[src/rtl/pwrseq_pkg.sv]
package pwrseq_pkg;

  typedef enum logic [1:0] {
    ST_RUN         = 2'd0,
    ST_GATE_LOW    = 2'd1,
    ST_OSC_OFF     = 2'd2,
    ST_WAKE_SETTLE = 2'd3
  } seq_state_e;

  // total strap field width: frequency code plus mode bit plus voltage bit
  function automatic int strap_width(input int fsel_w);
    return fsel_w + 2;
  endfunction

endpackage

[src/rtl/pwrseq_sync.sv]
module pwrseq_sync #(
  parameter int   W       = 1,
  parameter logic RST_VAL = 1'b1
) (
  input  logic         clk,
  input  logic         rst_n,
  input  logic [W-1:0] d,
  output logic [W-1:0] q
);

  logic [W-1:0] stg1_q;
  logic [W-1:0] stg2_q;

  always_ff @(posedge clk or negedge rst_n) begin
    if (!rst_n) begin
      stg1_q <= {W{RST_VAL}};
      stg2_q <= {W{RST_VAL}};
    end else begin
      stg1_q <= d;
      stg2_q <= stg1_q;
    end
  end

  assign q = stg2_q;

endmodule

[src/rtl/pwrseq_strap.sv]
module pwrseq_strap #(
  parameter int W = 5
) (
  input  logic         clk,
  input  logic         rst_n,
  input  logic [W-1:0] pad_i,
  output logic [W-1:0] strap_q,
  output logic         captured
);

  logic         cap_en;
  logic [W-1:0] strap_d;

  assign cap_en  = !captured;
  assign strap_d = pad_i;

  always_ff @(posedge clk or negedge rst_n) begin
    if (!rst_n) begin
      strap_q  <= '0;
      captured <= 1'b0;
    end else if (cap_en) begin
      strap_q  <= strap_d;
      captured <= 1'b1;
    end
  end

  // once captured, the latch never reopens
  p_latch_frozen_r2: assert property (@(posedge clk) disable iff (!rst_n)
    captured |=> ($stable(strap_q) && captured));

endmodule

[src/rtl/pwrseq_timer.sv]
module pwrseq_timer #(
  parameter int LIMIT = 3
) (
  input  logic clk,
  input  logic rst_n,
  input  logic clr,
  output logic done
);

  localparam int CW = $clog2(LIMIT + 2);
  localparam logic [CW-1:0] LIM = CW'(LIMIT);

  logic [CW-1:0] cnt_q;
  logic          cnt_en;

  assign cnt_en = !clr && (cnt_q != LIM);

  always_ff @(posedge clk or negedge rst_n) begin
    if (!rst_n) begin
      cnt_q <= '0;
    end else if (clr) begin
      cnt_q <= '0;
    end else if (cnt_en) begin
      cnt_q <= cnt_q + 1'b1;
    end
  end

  assign done = (cnt_q == LIM);

  // a finished window stays finished until cleared
  p_done_sticky_r7: assert property (@(posedge clk) disable iff (!rst_n)
    (done && !clr) |=> done);

endmodule

[src/rtl/pd_strap_seq.sv]
module pd_strap_seq #(
  parameter int FSEL_W     = 3,
  parameter int NSTOP      = 3,
  parameter int GATE_CYC   = 4,
  parameter int SETTLE_CYC = 16
) (
  input  logic              clk,
  input  logic              rst_n,
  input  logic [FSEL_W+1:0] strap_pad_i,
  output logic              strap_pad_oe,
  output logic [FSEL_W-1:0] freq_sel,
  output logic              mobile_mode,
  output logic              cpu_lowv,
  output logic              func_pin_oe,
  input  logic              pd_req_n,
  input  logic [NSTOP-1:0]  stop_req_n,
  output logic [NSTOP-1:0]  grp_run,
  output logic              out_hold,
  output logic              osc_en,
  output logic              vco_en
);
  import pwrseq_pkg::*;

  localparam int STRAP_W  = strap_width(FSEL_W);
  localparam int MODE_BIT = FSEL_W;
  localparam int LOWV_BIT = FSEL_W + 1;

  logic               rst_int_n;
  logic               pd_s_n;
  logic [NSTOP-1:0]   stop_s_n;
  logic [STRAP_W-1:0] strap_q;
  logic               captured;
  logic               pd_act;
  logic               gate_clr, gate_done;
  logic               settle_clr, settle_done;
  logic               hold_d, hold_q;
  seq_state_e         state_q, state_d;

  // reset released synchronously
  pwrseq_sync #(.W(1), .RST_VAL(1'b0)) u_rst_sync (
    .clk(clk), .rst_n(rst_n), .d(1'b1), .q(rst_int_n));

  pwrseq_sync #(.W(1), .RST_VAL(1'b1)) u_pd_sync (
    .clk(clk), .rst_n(rst_int_n), .d(pd_req_n), .q(pd_s_n));

  pwrseq_sync #(.W(NSTOP), .RST_VAL(1'b1)) u_stop_sync (
    .clk(clk), .rst_n(rst_int_n), .d(stop_req_n), .q(stop_s_n));

  pwrseq_strap #(.W(STRAP_W)) u_strap (
    .clk(clk), .rst_n(rst_int_n), .pad_i(strap_pad_i),
    .strap_q(strap_q), .captured(captured));

  assign freq_sel     = strap_q[FSEL_W-1:0];
  assign mobile_mode  = !strap_q[MODE_BIT];
  assign cpu_lowv     = strap_q[LOWV_BIT];
  assign strap_pad_oe = captured;
  assign func_pin_oe  = captured && strap_q[MODE_BIT];

  assign pd_act = captured && mobile_mode && !pd_s_n;

  assign gate_clr   = (state_q != ST_GATE_LOW);
  assign settle_clr = (state_q != ST_WAKE_SETTLE);

  pwrseq_timer #(.LIMIT(GATE_CYC - 1)) u_gate_tmr (
    .clk(clk), .rst_n(rst_int_n), .clr(gate_clr), .done(gate_done));

  pwrseq_timer #(.LIMIT(SETTLE_CYC - 1)) u_settle_tmr (
    .clk(clk), .rst_n(rst_int_n), .clr(settle_clr), .done(settle_done));

  // next-state logic
  always_comb begin
    state_d = state_q;
    unique case (state_q)
      ST_RUN:         if (pd_act)      state_d = ST_GATE_LOW;
      ST_GATE_LOW:    if (gate_done)   state_d = ST_OSC_OFF;
      ST_OSC_OFF:     if (!pd_act)     state_d = ST_WAKE_SETTLE;
      ST_WAKE_SETTLE: if (settle_done) state_d = ST_RUN;
      default:                         state_d = ST_RUN;
    endcase
  end

  always_ff @(posedge clk or negedge rst_int_n) begin
    if (!rst_int_n) state_q <= ST_RUN;
    else            state_q <= state_d;
  end

  // outputs park low on the falling edge after the state leaves RUN
  assign hold_d = (state_q != ST_RUN) || !captured;

  always_ff @(negedge clk or negedge rst_int_n) begin
    if (!rst_int_n) hold_q <= 1'b1;
    else            hold_q <= hold_d;
  end

  assign out_hold = hold_q;
  assign osc_en   = (state_q != ST_OSC_OFF);
  assign vco_en   = (state_q != ST_OSC_OFF);

  for (genvar g = 0; g < NSTOP; g++) begin : g_grp
    assign grp_run[g] = !hold_q && (!mobile_mode || stop_s_n[g]);
  end

  // oscillator is off only while outputs are parked low
  p_osc_after_hold_r5: assert property (@(posedge clk) disable iff (!rst_int_n)
    !osc_en |-> out_hold);

  // no group runs while power-down is in progress
  p_groups_quiet_r6: assert property (@(posedge clk) disable iff (!rst_int_n)
    (state_q != ST_RUN) |-> (grp_run == '0));

  // oscillator returns while outputs are still held
  p_wake_held_r7: assert property (@(posedge clk) disable iff (!rst_int_n)
    $rose(osc_en) |-> out_hold);

  // desktop mode never leaves RUN
  p_desktop_runs_r8: assert property (@(posedge clk) disable iff (!rst_int_n)
    (captured && !mobile_mode) |-> (state_q == ST_RUN));

  // pin direction flips once and stays
  p_pad_oe_keeps_r2: assert property (@(posedge clk) disable iff (!rst_int_n)
    strap_pad_oe |=> strap_pad_oe);

endmodule

[config.mk]
export PLATFORM = sky130hd
export DESIGN_NAME = pd_strap_seq
export DESIGN_NICKNAME = d
export VERILOG_FILES = /design/src/rtl/pwrseq_pkg.sv /design/src/rtl/pwrseq_sync.sv /design/src/rtl/pwrseq_strap.sv /design/src/rtl/pwrseq_timer.sv /design/src/rtl/pd_strap_seq.sv
export SDC_FILE = /design/constraint.sdc
export NUM_CORES = 1
export LEC_CHECK = 0
export BUFFER_PORTS_ARGS = -buffer_cell sky130_fd_sc_hd__clkbuf_2
export CORE_ASPECT_RATIO = 2
export CORE_MARGIN = 10
export CORE_UTILIZATION = 45
export CTS_CLUSTER_DIAMETER = 150
export DETAILED_ROUTE_END_ITERATION = 8
export PLACE_DENSITY = 0.77
export SYNTH_ARGS = -nofsm -noshare
export SYNTH_HDL_FRONTEND = slang
export SYNTH_SLANG_ARGS = --single-unit
export TNS_END_PERCENT = 30
[constraint.sdc]
create_clock -name clk -period 2.57 [get_ports clk]
set_clock_uncertainty 0.05 [all_clocks]
set_input_delay 0.3855 -clock clk [delete_from_list [all_inputs] [get_ports clk]]
set_output_delay 0.3855 -clock clk [all_outputs]
set_load 0.01 [all_outputs]
Yosys cells after proc, flatten, opt, wreduce, memory -nomap -nowiden --
Index checks and enable logic that the tools add are counted.
Cells by class: add/sub/neg operators 2, eq/ne operators 14, multiplexer cells 9, reduce and logical (&&, ||, !) cells 23
Operators by type and width (count):
- 2-bit inequality test (second input constant) | 6
- 5-bit 2-to-1 mux | 2
- 1-bit logical AND | 8
- 2-bit 2-to-1 mux | 4
- 2-bit case mux with 4 select lines | 1
- 1-bit logical NOT | 6
- 3-bit 2-to-1 mux | 2
- 2-bit nonzero test | 3
- 5-bit by 1-bit adder with 5-bit output (second input constant) | 1
- 5-bit by 4-bit equality test with 1-bit output (second input constant) | 1
- 5-bit by 4-bit inequality test with 1-bit output (second input constant) | 1
- 2-bit equality test (second input constant) | 2
- 1-bit logical OR | 4
- 4-bit AND reduction | 1
- 3-bit by 1-bit adder with 3-bit output (second input constant) | 1
- 3-bit by 2-bit equality test with 1-bit output (second input constant) | 1
- 3-bit by 2-bit inequality test with 1-bit output (second input constant) | 1
- 2-bit by 1-bit equality test with 1-bit output (second input constant) | 1
- 2-bit logical NOT | 1
- 2-bit by 1-bit inequality test with 1-bit output (second input constant) | 1
Word-level totals: output and inout port bits 13, register bits after elaboration 27, input bits 11, word-level logic and storage cells 60

Longest topological paths before layout --
Gate-level depths: netlist (run 1).
word-level depth 5, depth in mapped cells 7, mapped depth without buffers 6

By module --
Synthesis (run 1) repeated with hierarchy kept, for this count alone.
Unflattened totals: cells, all modules 90, area total of the unflattened synthesis 1133.6 um^2
Modules (own cells, without submodules):
- pd_strap_seq | cells each 34, area an instance 280.3 um^2, seq. area each 76.3 um^2, times used 1
- pwrseq_timer (u_settle_tmr) | cells each 22, area an instance 239.0 um^2, seq. area each 125.1 um^2, times used 1
- pwrseq_strap | cells each 12, area an instance 210.2 um^2, seq. area each 150.1 um^2, times used 1
- pwrseq_sync (u_stop_sync) | cells each 6, area an instance 157.7 um^2, seq. area each 157.7 um^2, times used 1
- pwrseq_timer (u_gate_tmr) | cells each 12, area an instance 143.9 um^2, seq. area each 75.1 um^2, times used 1
- pwrseq_sync (u_pd_sync) | cells each 2, area an instance 52.6 um^2, seq. area each 52.6 um^2, times used 1
- pwrseq_sync (u_rst_sync) | cells each 2, area an instance 50.0 um^2, seq. area each 50.0 um^2, times used 1

==> results of run 1 <==
kinds of logic after synthesis:
logic type / count (synthesis) / share of synthesized area
buf+inv: 15 / 0.06745
compound gates: 5 / 0.03105
simple gates: 24 / 0.1092
flops: 27 / 0.5878
mux: 8 / 0.07494
other cells: 1 / 0.003209
fa+ha+maj: 9 / 0.09636
xor+xnor: 4 / 0.02998
layout make-up:
type | count | area (sq um)
sequential | 27 | 686.9
clock inverter | 2 | 10.01
tap | 28 | 35.03
fill | 237 | 1195
timing repair buffer | 25 | 132.6
clock buffer | 3 | 41.29
inverter | 8 | 30.03
multi-input combinational | 52 | 406.6
registers in the layout (all words and copies together) (netlist names):
| name | count |
|---|---|
| out_hold | 1 |
| u_rst_sync.q | 1 |
| state_q | 2 |
| u_pd_sync.q | 1 |
| u_stop_sync.stg1_q | 3 |
| u_strap.captured | 1 |
| u_pd_sync.stg1_q | 1 |
| u_strap.strap_q | 5 |
| u_settle_tmr.cnt_q | 5 |
| u_stop_sync.q | 3 |
| u_rst_sync.stg1_q | 1 |
| u_gate_tmr.cnt_q | 3 |
cell usage in the layout (no fill, tap or decap):
master         synthesis  layout
buf_2                  0       1
xor2_1                 3       3
inv_4                  0       1
mux2_1                 1       1
nor2b_1                1       1
clkbuf_2               0      22
a21oi_1                2       2
o21a_1                 1       1
nor3b_4                1       1
buf_4                  4       1
mux2_2                 5       5
conb_1                 1       2
mux2i_1                2       2
clkbuf_8               0       3
nor2b_2                1       1
xnor2_1                1       1
dfrtp_1               18      18
nand4b_1               1       1
and2_2                 1       1
or4_1                  1       1
inv_1                  9       9
o22ai_1                1       1
dfstp_2                9       9
and3_1                 1       1
a211oi_2               1       1
nand2_1                1       1
dlygate4sd3_1          0       1
nor2_1                16      16
ha_1                   9       9
stage by stage:
stage	setup WS, ns	setup TNS, ns
final	-0.1925	-0.7347
after detailed placement	0.1353	0
after global placement	0.1477	0
after CTS	-0.2231	-0.8542
after floorplan	0.2203	0
after global routing	-0.2439	-0.9362
worst max-delay path by stage:
| stage | slack, ns | cells past startpoint | to |
|---|---|---|---|
| floorplan | 0.22 | 1 | grp_run[0] |
| global placement | 0.15 | 2 | grp_run[2] |
| detailed placement | 0.14 | 2 | grp_run[1] |
| CTS | -0.22 | 2 | grp_run[1] |
| global route | -0.24 | 2 | grp_run[2] |
| finish | -0.19 | 2 | grp_run[1] |
power by group:
part	internal [W]	switching [W]	leakage [nW]	total, W
registers	0.000496	0.0000535	0.320	0.000550
logic	0.000148	0.000176	0.322	0.000324
clock network	0.000113	0.000134	0.0314	0.000246
total	0.000757	0.000363	0.674	0.00112
routing by layer:
metal,vias up,wire length (microns)
met5,-,0
met4,0,54
met3,6,93
met2,17,1251
met1,359,667
li1,337,-
repair_timing:
action                                  4_1_cts  5_1_grt
pin swaps                                     3        0
gates resized for setup                       0        1
hold endpoints to repair                      2        0
setup buffers                                 0        0
gates cloned                                  0        0
endpoints found under the setup margin        4        4
hold buffers                                  1        0
==> summary.md, run 1 <==
| Metric | Value |
|---|---|
| Yosys reg bits | 27 |
| Count leader, synth | dfrtp_1 |
| Synth warnings | 0 |
| First drt pass iteration count | 4 |
| Mean Syn Cell Area | 12.57 sq um |
| Nets | 138 |
| Bufs on Longest Clock Path | 2 |
| I/O Pins | 24 |
| Post-synthesis cell area | 1169 sq um |
| H-tree lvl count | 1 |
| Vias per Instance | 4.959 |
| Setup ws final | -0.1925 ns |
| Std cell rows | 26 |
| First-pass GRT wire length | 3463 microns |
| Critical R2R Launch | state_q[1]$_DFFE_PN0P_ |
| Final Instance Count excl. Fillers | 145 |
| Remaining DRCs | 0 |
| CTS root buf | clkbuf_8 |
| Layout cells sized above 1 | 0.3932 |
| Via Count | 719 |
| Routing usage on met1 | 0.05892 |
| Core ar. | 2537 sq um |
| FF-to-FF path depth | 3 |
| Number of global-route vias before repair | 836 |
| Fin. Hold Viols | 0 |
| Met2 Track Usage GR | 0.1738 |
| Worst Hold Class | primary input to flip-flop |
| Slew Viols, Final | 0 |
| Post-detail-place hpwl | 1663 microns |
| Yosys top cell by area | dfrtp_1 |
| PnR Total Power | 0.001120 W |
| Post-synth top cells | dfrtp_1, nor2_1, dfstp_2, ha_1, inv_1 |
| Full die area | 5159 sq um |
| Antenna violations before repair | 0 |
| Critical Path, Cell by Cell | nor2_1 -> clkbuf_2 |
| Largest net degree at the start of global routing | 25 |
| Core Util, Final | 0.5291 |
| R2r setup slk | 0.44 ns |
| Worst path slowest cell | dfstp_2 |
| Required time worst endpoint | 2.13 ns |
| Clock Pin Slew Worst Setup and Hold Paths | 0.09 ns |
| Port bufs | 23 |
| Final count of negative-setup-slack endpoints | 4 |
| Pleak | 0.6739 nW |
| Synth top area cells | dfrtp_1, dfstp_2, ha_1 |
| GRT overflow | 0 |
| Crit path arrival time | 2.33 ns |
| Element type at the critical path start | flip-flop |
| CTS tree | built |
| CP Buf/Inv Count | 1 |
| Hold WS | 0.1357 ns |
| Outcome | finished, violations left |
| Sequential area share after synthesis | 0.5878 |
| Share of the synthesized area in the top cell type | 0.3854 |
| Final wirelength | 2065 microns |
| Chip height | 92.07 microns |
| Hold Path End | u_pd_sync.stg1_q$_DFF_PN1_ |
| Synth unique cells | 26 |
| Met3 Usage GRT | 0.01657 |
| PD cells | 834.2 nW/um^2 |
| Slowest stage delay, CP | 0.54 ns |
| Hold Path Stages | 1 |
| CTS Buf Count | 3 |
| Critical path type | flip-flop to output pin |
| P&R area growth vs syn | 14.88% |
| DP Cell Count | 140 |
| Hold_sp | pd_req_n |
| Clk Latency, worst-skew pair | 0.27 ns |
| Clock sink count | 27 |
| Drt first-iter violations | 8 |
| CP startpoint | out_hold$_DFF_NN1_ |
| Dominant synthesized flop cell | dfrtp_1 |
| Final GP Congestion | 0.6850 |
| Failing checks | negative setup slack |
| Initial Util | 0.4606 |
| GR peak layer | met2 |
| Finished Cell Area | 1343 sq um |
| VDD IR-drop max | 0.4362 mV |
| Maximum capacitance violations | 0 |
| Post-synth EDFFs | 0 |
| RSZ-0062 raised after global routing | true |
| Die extent in x | 56.04 microns |
| RR Endpoint | out_hold$_DFF_NN1_ |
| Ant diodes | 0 |
| Routed Antenna Nets | 0 |
| CP Capture Type | output pin |
| Drt wl/cell | 14.24 microns |
| Crit path max-delay family | flip-flops |
| Placed cell area | 1285 sq um |
| Post-Synthesis Cells | 93 |
| Tot GR Track Use | 0.08230 |
| Post-synth ARST share | 1.000 |
| Crit path max fanout | 4 |
No activity file was read; power rests on OpenSTA's default activity.
==> inputs of run 2 (changes only) <==
- GPL_ROUTABILITY_DRIVEN: unset -> 0
- GPL_TIMING_DRIVEN: unset -> 0
- PLACE_DENSITY: 0.77 -> 0.79
- clock period: 2.57 -> 2.5 ns (I/O delays scaled with it)
==> summary.md, run 2 (synthesis gave the netlist of run 1 again) <==
| Metric | Value |
|---|---|
| Outcome | finished, violations left |
| Failing checks | negative setup slack |
| First-pass GRT wire length | 3519 microns (+1.6%) |
| Commonest non-fill, non-tap cell in the layout | clkbuf_2 |
| Hold_sp | pd_req_n |
| GRT overflow | 0 (unchanged) |
| Largest net degree at the start of global routing | 26 (+4.0%) |
| Fin. Hold Viols | 0 (unchanged) |
| First drt pass iteration count | 3 (-1) |
| Std cell rows | 26 (unchanged) |
| Nets | 143 (+3.6%) |
| RSZ-0062 raised after global routing | true |
| Multi-input gate area | 406.6 sq um (unchanged) |
| Core ar. | 2537 sq um (unchanged) |
| Antenna violations before repair | 0 (unchanged) |
| Maximum capacitance violations | 0 (unchanged) |
| Worst Hold Class | primary input to flip-flop |
| Element type at the critical path start | flip-flop |
| Critical path type | flip-flop to output pin |
| GR peak layer | met2 |
| Worst-Margin Slew | 0.9602 ns |
| Slew Viols, Final | 0 (unchanged) |
| Met2 Track Usage GR | 0.1487 (-0.02509) |
| Crit path max-delay family | flip-flops |
| Top Registers | u_settle_tmr.cnt_q x5, u_strap.strap_q x5 |
| Slowest stage delay, CP | 0.54 ns (about the same) |
| R2r setup slk | 0.37 ns (-0.07 ns) |
| Critical Path, Cell by Cell | nor2_1 -> clkbuf_2 |
| CTS root buf | clkbuf_8 |
| Clock Pin Slew Worst Setup and Hold Paths | 0.09 ns (about the same) |
| FF-to-FF path depth | 0 (-3) |
| CP Buf/Inv Count | 1 (unchanged) |
| CTS tree | built |
| H-tree lvl count | 1 (unchanged) |
| Vias per Instance | 4.860 (-2.0%) |
| Worst path slowest cell | dfstp_2 |
| Post-detail-place hpwl | 1619 microns (-2.7%) |
| P&R area growth vs syn | 18.09% |
| PD cells | 843.5 nW/um^2 (+1.1%) |
| Hold Path Stages | 1 (unchanged) |
| VDD IR-drop max | 0.6025 mV (+38%) |
| Remaining DRCs | 0 (unchanged) |
| I/O Pins | 24 (unchanged) |
| Via Count | 729 (+1.4%) |
| Register area | 686.9 sq um (unchanged) |
| Bufs on Longest Clock Path | 2 (unchanged) |
| Crit path max fanout | 4 (unchanged) |
| PnR Total Power | 0.001164 W (+3.9%) |
| Tot GR Track Use | 0.08244 (+0.0001361) |
| Initial Util | 0.4606 (unchanged) |
| Met3 Usage GRT | 0.02624 (+0.009669) |
| Crit path arrival time | 2.29 ns (-0.04 ns) |
| CTS Buf Count | 3 (unchanged) |
| Leading cell types in the layout, fill and taps excluded | clkbuf_2, dfrtp_1, nor2_1 |
| Pleak | 0.6952 nW (+3.2%) |
| Full die area | 5159 sq um (unchanged) |
| Port bufs | 23 (unchanged) |
| Routed Antenna Nets | 0 (unchanged) |
| Routing usage on met1 | 0.07543 (+0.01651) |
| Setup ws final | -0.2154 ns (-0.02290 ns) |
| Final wirelength | 2024 microns (-2.0%) |
| Fillers | 229 (-3.4%) |
| Layout cells sized above 1 | 0.4098 (+0.01667) |
| Drt wl/cell | 13.49 microns (-5.3%) |
| Setup TNS | -0.8228 ns (-0.08813 ns) |
| Drt first-iter violations | 4 (-4) |
| Rel. slew slack | 0.3599 |
| Clock sink count | 27 (unchanged) |
| Ant diodes | 0 (unchanged) |
| Clk Latency, worst-skew pair | 0.27 ns (about the same) |
| Required time worst endpoint | 2.08 ns (-0.05 ns) |
| Critical R2R Launch | u_rst_sync.q$_DFF_PN0_ |
| Die extent in x | 56.04 microns (unchanged) |
| RR Endpoint | out_hold$_DFF_NN1_ |
| Hold Path End | u_pd_sync.stg1_q$_DFF_PN1_ |
| Number of global-route vias before repair | 816 (-2.4%) |
| Final count of negative-setup-slack endpoints | 4 (unchanged) |
| CP Capture Type | output pin |
| Chip height | 92.07 microns (unchanged) |
run 2: cell count changes in the layout (fill, tap and decap cells not counted), sizes merged:
cell    previous run  this run
buf                2         6
clkbuf            25        26
run 2: layer usage:
metal / part of all wire / up-vias / routed length, microns
met3: 0.040 / 6 / 81
met1: 0.35 / 362 / 710
met5: 0 / - / 0
met4: 0.029 / 0 / 59
met2: 0.58 / 14 / 1173
li1: - / 347 / -
run 2: final cells by class:
| cell class | instances | share of cell area |
|---|---|---|
| Buffer | 6 | 0.03264 |
| Clock buffer | 3 | 0.02992 |
| Clock inverter | 2 | 0.007253 |
| Inverter | 8 | 0.02176 |
| Multi-Input combinational cell | 52 | 0.2947 |
| Sequential cell | 27 | 0.4977 |
| Tap cell | 28 | 0.02539 |
| Timing Repair Buffer | 24 | 0.09066 |
run 2: per-stage QoR:
step / setup WS, ns / hold slack (ns) / utilization / cells / area, sq um
2_1_floorplan: 0.1958 / 0.02941 / - / 94 / 1172
3_3_place_gp: 0.1240 / 0.1109 / 0.5212 / 145 / 1323
3_5_place_dp: 0.1145 / 0.1135 / 0.5212 / 145 / 1323
4_1_cts: -0.2312 / 0.1176 / 0.5439 / 150 / 1380
5_1_grt: -0.2749 / 0.1058 / 0.5439 / 150 / 1380
6_report: -0.2154 / 0.1233 / 0.5439 / 150 / 1380
run 2: repair_timing:
action,4_1_cts,5_1_grt
setup buffers,0,0
endpoints found under the hold margin,2,0
resized for setup,0,1
endpoints found under the setup margin,4,4
pin swaps,3,0
hold buffers,1,0
run 2: report_power, final:
part | switching [W] | total, W | leakage (nW) | internal, W
clock | 0.000135 | 0.000251 | 0.0314 | 0.000116
combinational | 0.000178 | 0.000345 | 0.344 | 0.000167
sequential | 0.0000585 | 0.000568 | 0.320 | 0.000510
run 2: worst max path at each step:
stage                  startpoint  depth (start not counted)    endpoint  slack [ns]
4_1_cts        out_hold$_DFF_NN1_                          2  grp_run[1]       -0.23
6_report       out_hold$_DFF_NN1_                          2  grp_run[1]       -0.22
3_5_place_dp   out_hold$_DFF_NN1_                          2  grp_run[1]        0.11
2_1_floorplan  out_hold$_DFF_NN1_                          1  grp_run[0]        0.20
3_3_place_gp   out_hold$_DFF_NN1_                          2  grp_run[2]        0.12
5_1_grt        out_hold$_DFF_NN1_                          2  grp_run[0]       -0.27
